`src/rtl/bit_stamp_pkg.sv`:
```
package bit_stamp_pkg;

    localparam int STAMP_W = 16;
    localparam int SEL_W   = 2;
    localparam int MAX_DIV = 1 << ((1 << SEL_W) - 1);
    localparam int PHASE_W = $clog2(MAX_DIV);

    typedef logic [STAMP_W-1:0] stamp_t;
    typedef logic [PHASE_W-1:0] phase_t;

    typedef enum logic [SEL_W-1:0] {
        DIV_BY_1 = 2'b00,
        DIV_BY_2 = 2'b01,
        DIV_BY_4 = 2'b10,
        DIV_BY_8 = 2'b11
    } div_sel_e;

    typedef struct packed {
        stamp_t value;
        logic   fresh;
    } sample_t;

    function automatic phase_t last_phase(input div_sel_e sel);
        phase_t span;
        span = phase_t'((1 << sel) - 1);
        return span;
    endfunction

endpackage

```
`src/rtl/bit_stamp_prescaler.sv`:
```
module bit_stamp_prescaler
    import bit_stamp_pkg::*;
(
    input  logic     clk,
    input  logic     rst,
    input  logic     tick_i,
    input  div_sel_e sel_i,
    output logic     adv_o
);
    phase_t   phase_q;
    div_sel_e sel_q;
    logic     sel_moved;
    logic     at_end;

    assign sel_moved = (sel_i != sel_q);
    assign at_end    = (phase_q == last_phase(sel_i));
    assign adv_o     = tick_i && !sel_moved && at_end;

    always_ff @(posedge clk) begin
        if (rst) begin
            phase_q <= '0;
            sel_q   <= DIV_BY_1;
        end else begin
            sel_q <= sel_i;
            if (sel_moved) begin
                phase_q <= '0;
            end else if (tick_i) begin
                phase_q <= at_end ? '0 : phase_q + 1'b1;
            end
        end
    end


    sel_restart_chk: assert property (@(posedge clk) disable iff (rst)
        sel_moved |=> (phase_q == '0));


    phase_bound_chk: assert property (@(posedge clk) disable iff (rst)
        phase_q <= last_phase(sel_q));


    tickless_phase_chk: assert property (@(posedge clk) disable iff (rst)
        (!tick_i && !sel_moved) |=> $stable(phase_q));

endmodule

```
`src/rtl/bit_stamp_counter.sv`:
```
module bit_stamp_counter
    import bit_stamp_pkg::*;
(
    input  logic   clk,
    input  logic   rst,
    input  logic   adv_i,
    output stamp_t stamp_o
);
    stamp_t stamp_q;

    always_ff @(posedge clk) begin
        if (rst) begin
            stamp_q <= '0;
        end else if (adv_i) begin
            stamp_q <= stamp_q + 1'b1;
        end
    end

    assign stamp_o = stamp_q;


    hold_idle_chk: assert property (@(posedge clk) disable iff (rst)
        !adv_i |=> $stable(stamp_q));


    step_one_chk: assert property (@(posedge clk) disable iff (rst)
        (adv_i && stamp_q != '1) |=> (stamp_q == stamp_t'($past(stamp_q) + 1'b1)));


    wrap_zero_chk: assert property (@(posedge clk) disable iff (rst)
        (adv_i && stamp_q == '1) |=> (stamp_q == '0));

endmodule

```
`src/rtl/bit_stamp_sampler.sv`:
```
module bit_stamp_sampler
    import bit_stamp_pkg::*;
#(
    parameter bit PULSE_FRESH = 1'b1
) (
    input  logic    clk,
    input  logic    rst,
    input  logic    take_i,
    input  stamp_t  stamp_i,
    output sample_t sample_o
);
    sample_t smp_q;

    always_ff @(posedge clk) begin
        if (rst) begin
            smp_q <= '0;
        end else begin
            if (take_i) begin
                smp_q.value <= stamp_i;
            end
            smp_q.fresh <= take_i;
        end
    end

    generate
        if (PULSE_FRESH) begin : g_pulse
            assign sample_o = smp_q;
        end else begin : g_plain
            assign sample_o = '{value: smp_q.value, fresh: 1'b0};
        end
    endgenerate


    take_value_chk: assert property (@(posedge clk) disable iff (rst)
        take_i |=> (smp_q.value == $past(stamp_i)));


    keep_value_chk: assert property (@(posedge clk) disable iff (rst)
        !take_i |=> ($stable(smp_q.value) && !smp_q.fresh));

endmodule

```
`src/rtl/bit_stamp_top.sv`:
```
module bit_stamp_top
    import bit_stamp_pkg::*;
(
    input  logic               clk,
    input  logic               rst,
    input  logic               bit_tick_i,
    input  logic [SEL_W-1:0]   div_sel_i,
    input  logic               rx_ok_i,
    input  logic               rd_req_i,
    output logic [STAMP_W-1:0] stamp_o,
    output logic [STAMP_W-1:0] rd_stamp_o,
    output logic [STAMP_W-1:0] cap_stamp_o,
    output logic               cap_valid_o
);
    div_sel_e sel;
    logic     adv;
    stamp_t   stamp;
    sample_t  cap_smp;
    sample_t  rd_smp;

    assign sel = div_sel_e'(div_sel_i);

    bit_stamp_prescaler u_pre (
        .clk    (clk),
        .rst    (rst),
        .tick_i (bit_tick_i),
        .sel_i  (sel),
        .adv_o  (adv)
    );

    bit_stamp_counter u_cnt (
        .clk     (clk),
        .rst     (rst),
        .adv_i   (adv),
        .stamp_o (stamp)
    );

    bit_stamp_sampler #(.PULSE_FRESH(1'b1)) u_cap (
        .clk      (clk),
        .rst      (rst),
        .take_i   (rx_ok_i),
        .stamp_i  (stamp),
        .sample_o (cap_smp)
    );

    bit_stamp_sampler #(.PULSE_FRESH(1'b0)) u_rd (
        .clk      (clk),
        .rst      (rst),
        .take_i   (rd_req_i),
        .stamp_i  (stamp),
        .sample_o (rd_smp)
    );

    assign stamp_o     = stamp;
    assign cap_stamp_o = cap_smp.value;
    assign cap_valid_o = cap_smp.fresh;
    assign rd_stamp_o  = rd_smp.value;


    cap_pre_inc_chk: assert property (@(posedge clk) disable iff (rst)
        (rx_ok_i && adv) |=> (cap_stamp_o == stamp_t'(stamp_o - 1'b1)));


    cap_strobe_chk: assert property (@(posedge clk) disable iff (rst)
        rx_ok_i |=> cap_valid_o);


    read_snap_chk: assert property (@(posedge clk) disable iff (rst)
        rd_req_i |=> (rd_stamp_o == $past(stamp_o)));


    tick_needed_chk: assert property (@(posedge clk) disable iff (rst)
        !bit_tick_i |=> $stable(stamp_o));

endmodule

```
`config.mk`:
```
export PLATFORM = sky130hd
export DESIGN_NAME = bit_stamp_top
export DESIGN_NICKNAME = d
export VERILOG_FILES = /design/src/rtl/bit_stamp_pkg.sv /design/src/rtl/bit_stamp_prescaler.sv /design/src/rtl/bit_stamp_counter.sv /design/src/rtl/bit_stamp_sampler.sv /design/src/rtl/bit_stamp_top.sv
export SDC_FILE = /design/constraint.sdc
export NUM_CORES = 1
export LEC_CHECK = 0
export ABC_CLOCK_PERIOD_IN_PS = 1900
export BUFFER_PORTS_ARGS = -buffer_cell sky130_fd_sc_hd__buf_2
export CELL_PAD_IN_SITES_DETAIL_PLACEMENT = 1
export CELL_PAD_IN_SITES_GLOBAL_PLACEMENT = 2
export CORE_ASPECT_RATIO = 2
export CORE_UTILIZATION = 28
export DETAILED_ROUTE_END_ITERATION = 6
export PLACE_DENSITY = 0.86
export RECOVER_POWER = 50
export SETUP_SLACK_MARGIN = 0.3
export SLEW_MARGIN = 20
export SYNTH_ARGS = -nofsm -noshare
export SYNTH_HDL_FRONTEND = slang
export SYNTH_SLANG_ARGS = --single-unit
```
`constraint.sdc`:
```
create_clock -name clk -period 1.9 [get_ports clk]
set_input_delay 0.38 -clock clk [delete_from_list [all_inputs] [get_ports clk]]
set_output_delay 0.38 -clock clk [all_outputs]
set_load 0.05 [all_outputs]
```
==> results.cfg, run 1 <==
[floorplan]
die_x_um = 64.3
die_y_um = 127
start_util_pct = 28.8
num_rows = 45
die-area_mm2 = 0.00813
core_mm2 = 0.00754
io_pins = 56

[synth]
ys_top_cells_by_area = dfxtp_1, mux2i_1, nor2_1, a21oi_1, o31ai_1
synth_cell_types = 29
ys_warn_count = 0
ys_ff_latch = 54
syn_inst = 222
yosysSeqAreaShare_pct = 49.8
synth_area_mm2 = 0.00217
synthArstFlopShare_pct = 0
netlist.area_leader.share_pct = 49.8
syn_avg_cell_area_um2 = 9.78
syn-num-nets = 231
synth_edf_count = 0
synth-main-ff-cell = dfxtp_1
yosys.area.top_type = dfxtp_1

[critical_path]
crit_start = u_pre.phase_q[0]
critPathLaunchType = flip-flop
critPathMaxFanout = 7
worstSetupPathType = flip-flop to flip-flop
rrSetupSlack_ns = -0.08
r2r_start = u_pre.phase_q[0]
cp.arrival_ns = 2.20
crit_end = u_cnt.stamp_o[5]
endpoint_kind = flip-flop
r2r-end = u_cnt.stamp_o[5]
required_ns = 2.12
ff2ff_path_depth = 6

[place]
dp.cells = 378
place_hpwl_um = 4070
port_buffers = 55
placed_cell_area_mm2 = 0.00266
place.gp.congestion = 0.782

[clock_network]
cts.clk_slew.worst_paths_ns = 0.07
cts_tree = yes
clk_latency_ns = 0.30
cts-root-buf = clkbuf_16
cts_sinks = 54
clock_path_buffers = 2
numCtsBuffers = 5
cts_max_level = 2
cts_hold_buf = 0

[power]
internal-power_w = 0.00171
p_per_area_mw_per_mm2 = 777
vdd_drop_max_mv = 0.481
swShare_pct = 22.6
cellLeakagePower_nw = 1.22
power.switching_w = 0.000500
pwr-share-comb_pct = 6.0
power_frac_clock_pct = 42.5
pwr-share-seq_pct = 51.5

[global_routing]
grt_pass1_wl_um = 9370
grt.overflow.total = 0
track_usage_pct = 14.9
antenna_found_initial = 0
grt_max_degree = 35
grt_pass1_vias = 1926

[drt]
initialDrtViolationCount = 39
via_per_inst = 4.84
vias = 1879
dr.pass1.iters = 4
wl_per_cell_um = 14.8
antenna_left = 0
routed_wl_um = 5730
drc = 0

[finish]
antenna_cells = 0
syn2layout_area_growth_pct = 31.2
multi_input_area_mm2 = 0.00108
seqCellArea_mm2 = 0.00109
fin_nets = 302
postLayoutCellArea_mm2 = 0.00285
n_fill_cell = 933
drive_gt1_share_pct = 29.9
stdcell_count = 388

[sta]
period_minus_slack_ns = 1.98
fin_ws_ns = -0.0825
fmax_mhz = 504
relSlewSlack_pct = 13.1
worst_pin_slew_ns = 1.30
fin_crit_sh_pct = 104
hold_violations = 0
rsz0062_at_grt = yes
maxSlewViolCount = 0
setup_viol = 13
skew_ns = 0.00499

[hold_path]
holdCritPathClass = primary input to flip-flop

[run_status]
violations = negative setup slack
status = finished with violations

[job]
max-cap-violations = 0
-- area by class of cell --
class,instances,share of cell area [%]
clock buffers,6,4.88
clock inverters,2,0.439
multi-input cells,157,37.9
flip-flops and latches,54,38.2
well taps,94,4.13
repair buffers,75,14.5
-- layout by cell type, fill, tap and decap left out, drive strengths merged, types with 5 or more instances in the layout --
master   n
nand4    5
clkbuf  17
or3      5
mux2i   34
nand2   12
o31ai    7
dfxtp   54
o21ai    7
a21oi   12
or4      7
buf     64
nor2    37
-- sequential cells by signal, summed over array words and instances (netlist names) --
register	flops
u_cap.sample_o	17
u_cnt.stamp_o	16
u_pre.phase_q	3
u_pre.sel_q	2
u_rd.sample_o	16
-- metrics by stage --
| stage | hold WS, ns | utilization [%] | total power (W) | setup WS [ns] | setup TNS [ns] |
|---|---|---|---|---|---|
| 3_5_place_dp | 0.480 | 35.2 | 0.00129 | -0.287 | -3.50 |
| 4_1_cts | 0.392 | 37.7 | 0.00224 | -0.0755 | -0.673 |
| 5_1_grt | 0.400 | 37.7 | 0.00230 | -0.159 | -1.79 |
| 6_report | 0.397 | 37.7 | 0.00221 | -0.0825 | -0.800 |
| 3_3_place_gp | 0.469 | 35.2 | 0.00129 | -0.262 | -3.09 |
| 2_1_floorplan | 0.508 | - | 0.00125 | -0.0491 | -0.349 |
-- cell families after synthesis --
group	count (synthesis)	share of synthesized area (%)
AO/OA/AOI/OAI	30	9.51
XOR/XNOR	7	2.82
adder cells (fa/ha/maj)	2	1.15
buffers and inverters	12	2.59
flip-flops	54	49.8
multiplexers	34	15.7
AND/OR/NAND/NOR	83	18.4
-- synthesized netlist by cell type, types with 2 or more instances --
library cell	n
nand3_1	4
and2_1	2
o21ai_0	5
xnor2_1	4
a21oi_1	12
ha_1	2
mux2i_1	34
nand2_1	12
o31ai_1	7
or4_1	7
nor4_1	3
o21a_1	2
dfxtp_1	54
nor2b_1	3
clkbuf_1	10
nand4_1	5
nor3_1	2
xor2_1	3
or3_1	5
nor2_1	37
-- critical path, stage by stage (launching register included) --
cell	delay, ns
dfxtp_2	0.33
or3b_4	0.40
a2111oi_4	0.29
buf_4	0.20
o21ai_4	0.09
or4_1	0.48
a21oi_1	0.13
-- worst min path at each step --
stage / from / slack, ns / endpoint / cells after the start
2_1_floorplan: div_sel_i[0] / 0.51 / u_pre.sel_q[0] / 1
3_3_place_gp: u_cap.sample_o[9] / 0.47 / u_cap.sample_o[9] / 2
3_5_place_dp: u_cap.sample_o[12] / 0.48 / u_cap.sample_o[12] / 2
4_1_cts: div_sel_i[1] / 0.39 / u_pre.sel_q[1] / 2
5_1_grt: div_sel_i[1] / 0.40 / u_pre.sel_q[1] / 2
6_report: div_sel_i[1] / 0.40 / u_pre.sel_q[1] / 2
-- per-layer routing --
layer / wire length (um) / global-route usage, % / up-vias
met5: 0 / 0 / -
met4: 129 / 7.32 / 0
met3: 196 / 2.79 / 7
met2: 3260 / 28.7 / 36
met1: 2150 / 14.6 / 912
li1: - / - / 924
-- power groups by stage --
| stage | combinational (W) | clock, W | sequential, W |
|---|---|---|---|
| floorplan | 0.0000736 | 0 | 0.00117 |
| global placement | 0.000121 | 0 | 0.00117 |
| detailed placement | 0.000124 | 0 | 0.00117 |
| CTS | 0.000132 | 0.000967 | 0.00114 |
| global route | 0.000144 | 0.00102 | 0.00114 |
| finish | 0.000133 | 0.000940 | 0.00114 |
-- timing repair --
item,CTS,global route
buffers inserted,1,0
cloned,1,0
gates resized for setup,5,3
endpoints found under the hold margin,0,0
pin swaps,5,1
endpoints found under the setup margin,19,19
Note: power is estimated with default switching activity, not from simulation.
==> inputs of run 2 (changes only) <==
- CORE_UTILIZATION: 28 -> 30
- CTS_BUF_LIST: unset -> sky130_fd_sc_hd__clkbuf_4 sky130_fd_sc_hd__clkbuf_8
- PLACE_DENSITY: 0.86 -> 0.9
- TNS_END_PERCENT: unset -> 20
==> run 2 against run 1 <==
  * The run still ends with negative setup slack left
  * Sequential cell count stayed put
  * Maximum frequency is 1.5% lower
  * Sequential power hardly changed
  * Final cell count is 2.3% lower
  * Wire length is 1.0% higher
==> results.cfg, run 2 (synthesis gave the netlist of run 1 again) <==
[place]
pre_cts_ws_ns = -0.356
dp.cells = 369
place_hpwl_um = 4050
port_buffers = 55
place.gp.congestion = 0.737
placed_cell_area_mm2 = 0.00263

[sta]
setup_viol = 12
worst_pin_slew_ns = 1.24
rsz0062_at_grt = yes
hold_violations = 0
fin_ws_ns = -0.113
fmax_mhz = 497
skew_ns = 0.0128
fin_crit_sh_pct = 106
holdWs_ns = 0.373
maxSlewViolCount = 0
relSlewSlack_pct = 17.0
period_minus_slack_ns = 2.01

[global_routing]
grt_pass1_wl_um = 9210
grt_pass1_vias = 1943
track_usage_pct = 15.8
antenna_found_initial = 0
grt.overflow.total = 0
grt_max_degree = 37

[critical_path]
cp.arrival_ns = 2.26
endpoint_kind = flip-flop
critPathMaxFanout = 5
rrSetupSlack_ns = -0.11
required_ns = 2.14
worstSetupPathType = flip-flop to flip-flop
critPathLaunchType = flip-flop

[finish]
final_common_cell = dfxtp_1
fin_nets = 298
drive_gt1_share_pct = 30.1
largest_reg_flops = 17
postLayoutCellArea_mm2 = 0.00280
n_fill_cell = 831
syn2layout_area_growth_pct = 28.9
stdcell_count = 379
mostFrequentLayoutCells = dfxtp_1, buf_2, nor2_1
antenna_cells = 0

[drt]
vias = 1880
routed_wl_um = 5790
wl_per_cell_um = 15.3
antenna_left = 0
via_per_inst = 4.96
dr.pass1.iters = 2
drc = 0
initialDrtViolationCount = 23

[job]
max-cap-violations = 0

[run_status]
violations = negative setup slack
status = finished with violations

[floorplan]
io_pins = 56
start_util_pct = 31.3
core_mm2 = 0.00694
die_y_um = 122
num_rows = 43
die-area_mm2 = 0.00760
die_x_um = 62.2

[clock_network]
clk_latency_ns = 0.32
cts_hold_buf = 0
cts_sinks = 54
numCtsBuffers = 5
cts-root-buf = clkbuf_8
clock_path_buffers = 2
cts.clk_slew.worst_paths_ns = 0.09
cts_max_level = 2
cts_tree = yes

[hold_path]
holdCritPathClass = primary input to flip-flop

[power]
p_per_area_mw_per_mm2 = 686
vdd_drop_max_mv = 0.500
cellLeakagePower_nw = 1.19
## run 2: cell count changes in the layout (fill, tap and decap cells not counted), moves of 2 or more
cell and delta:
buf_4 -8, buf_6 +2, or4_1 -2, clkbuf_4 +2
clkbuf_16 -5, or4_4 +2, clkbuf_8 +4
## run 2: worst max-delay path, cell delays in order, from the launching register on
cell and delay, ns:
dfxtp_2 0.33, or3b_4 0.40, a2111oi_4 0.32, buf_6 0.19, o21ai_4 0.09, or4_1 0.48
a21oi_1 0.13
## run 2: what timing repair did
| action | 4_1_cts | 5_1_grt |
|---|---|---|
| buffers inserted | 1 | 0 |
| pin swaps | 6 | 4 |
| setup endpoints to repair | 19 | 19 |
| gates cloned | 2 | 0 |
| resized for setup | 3 | 13 |
## run 2: area by class of cell
| cell class | count | area, um^2 | share of cell area [%] |
|---|---|---|---|
| Tap cell | 90 | 113 | 4.03 |
| Multi-Input combinational cell | 158 | 1120 | 40.0 |
| Clock buffer | 7 | 83.8 | 3.00 |
| Timing Repair Buffer | 70 | 394 | 14.1 |
| Sequential cell | 54 | 1090 | 38.9 |
## run 2: path summary, 6_finish.rpt
path / startpoint / to / depth (start not counted)
setup / recovery: u_pre.phase_q[0] / u_cnt.stamp_o[7] / 6
hold / removal: div_sel_i[1] / u_pre.sel_q[1] / 2
setup reg to reg: u_pre.phase_q[0] / u_cnt.stamp_o[7] / 6
hold reg to reg: u_rd.sample_o[9] / u_rd.sample_o[9] / 2
## run 2: routing by layer
layer / GRT usage, % / wire [um]
met1: 14.4 / 2120
met2: 31.8 / 3350
met3: 3.81 / 177
met4: 7.41 / 136
met5: 0 / 0
## run 2: power by group
part | internal (W) | switching [W]
clock | 0.000283 | 0.000361
combinational | 0.0000535 | 0.0000821
sequential | 0.00114 | 0.00000264
## run 2: stage by stage
stage               power, W  util (%)  setup TNS (ns)
floorplan            0.00125         -          -0.428
global placement     0.00128      37.9           -3.29
detailed placement   0.00129      37.9           -4.19
CTS                  0.00195      39.6          -0.837
global route         0.00201      40.3           -1.77
finish               0.00192      40.3          -0.826
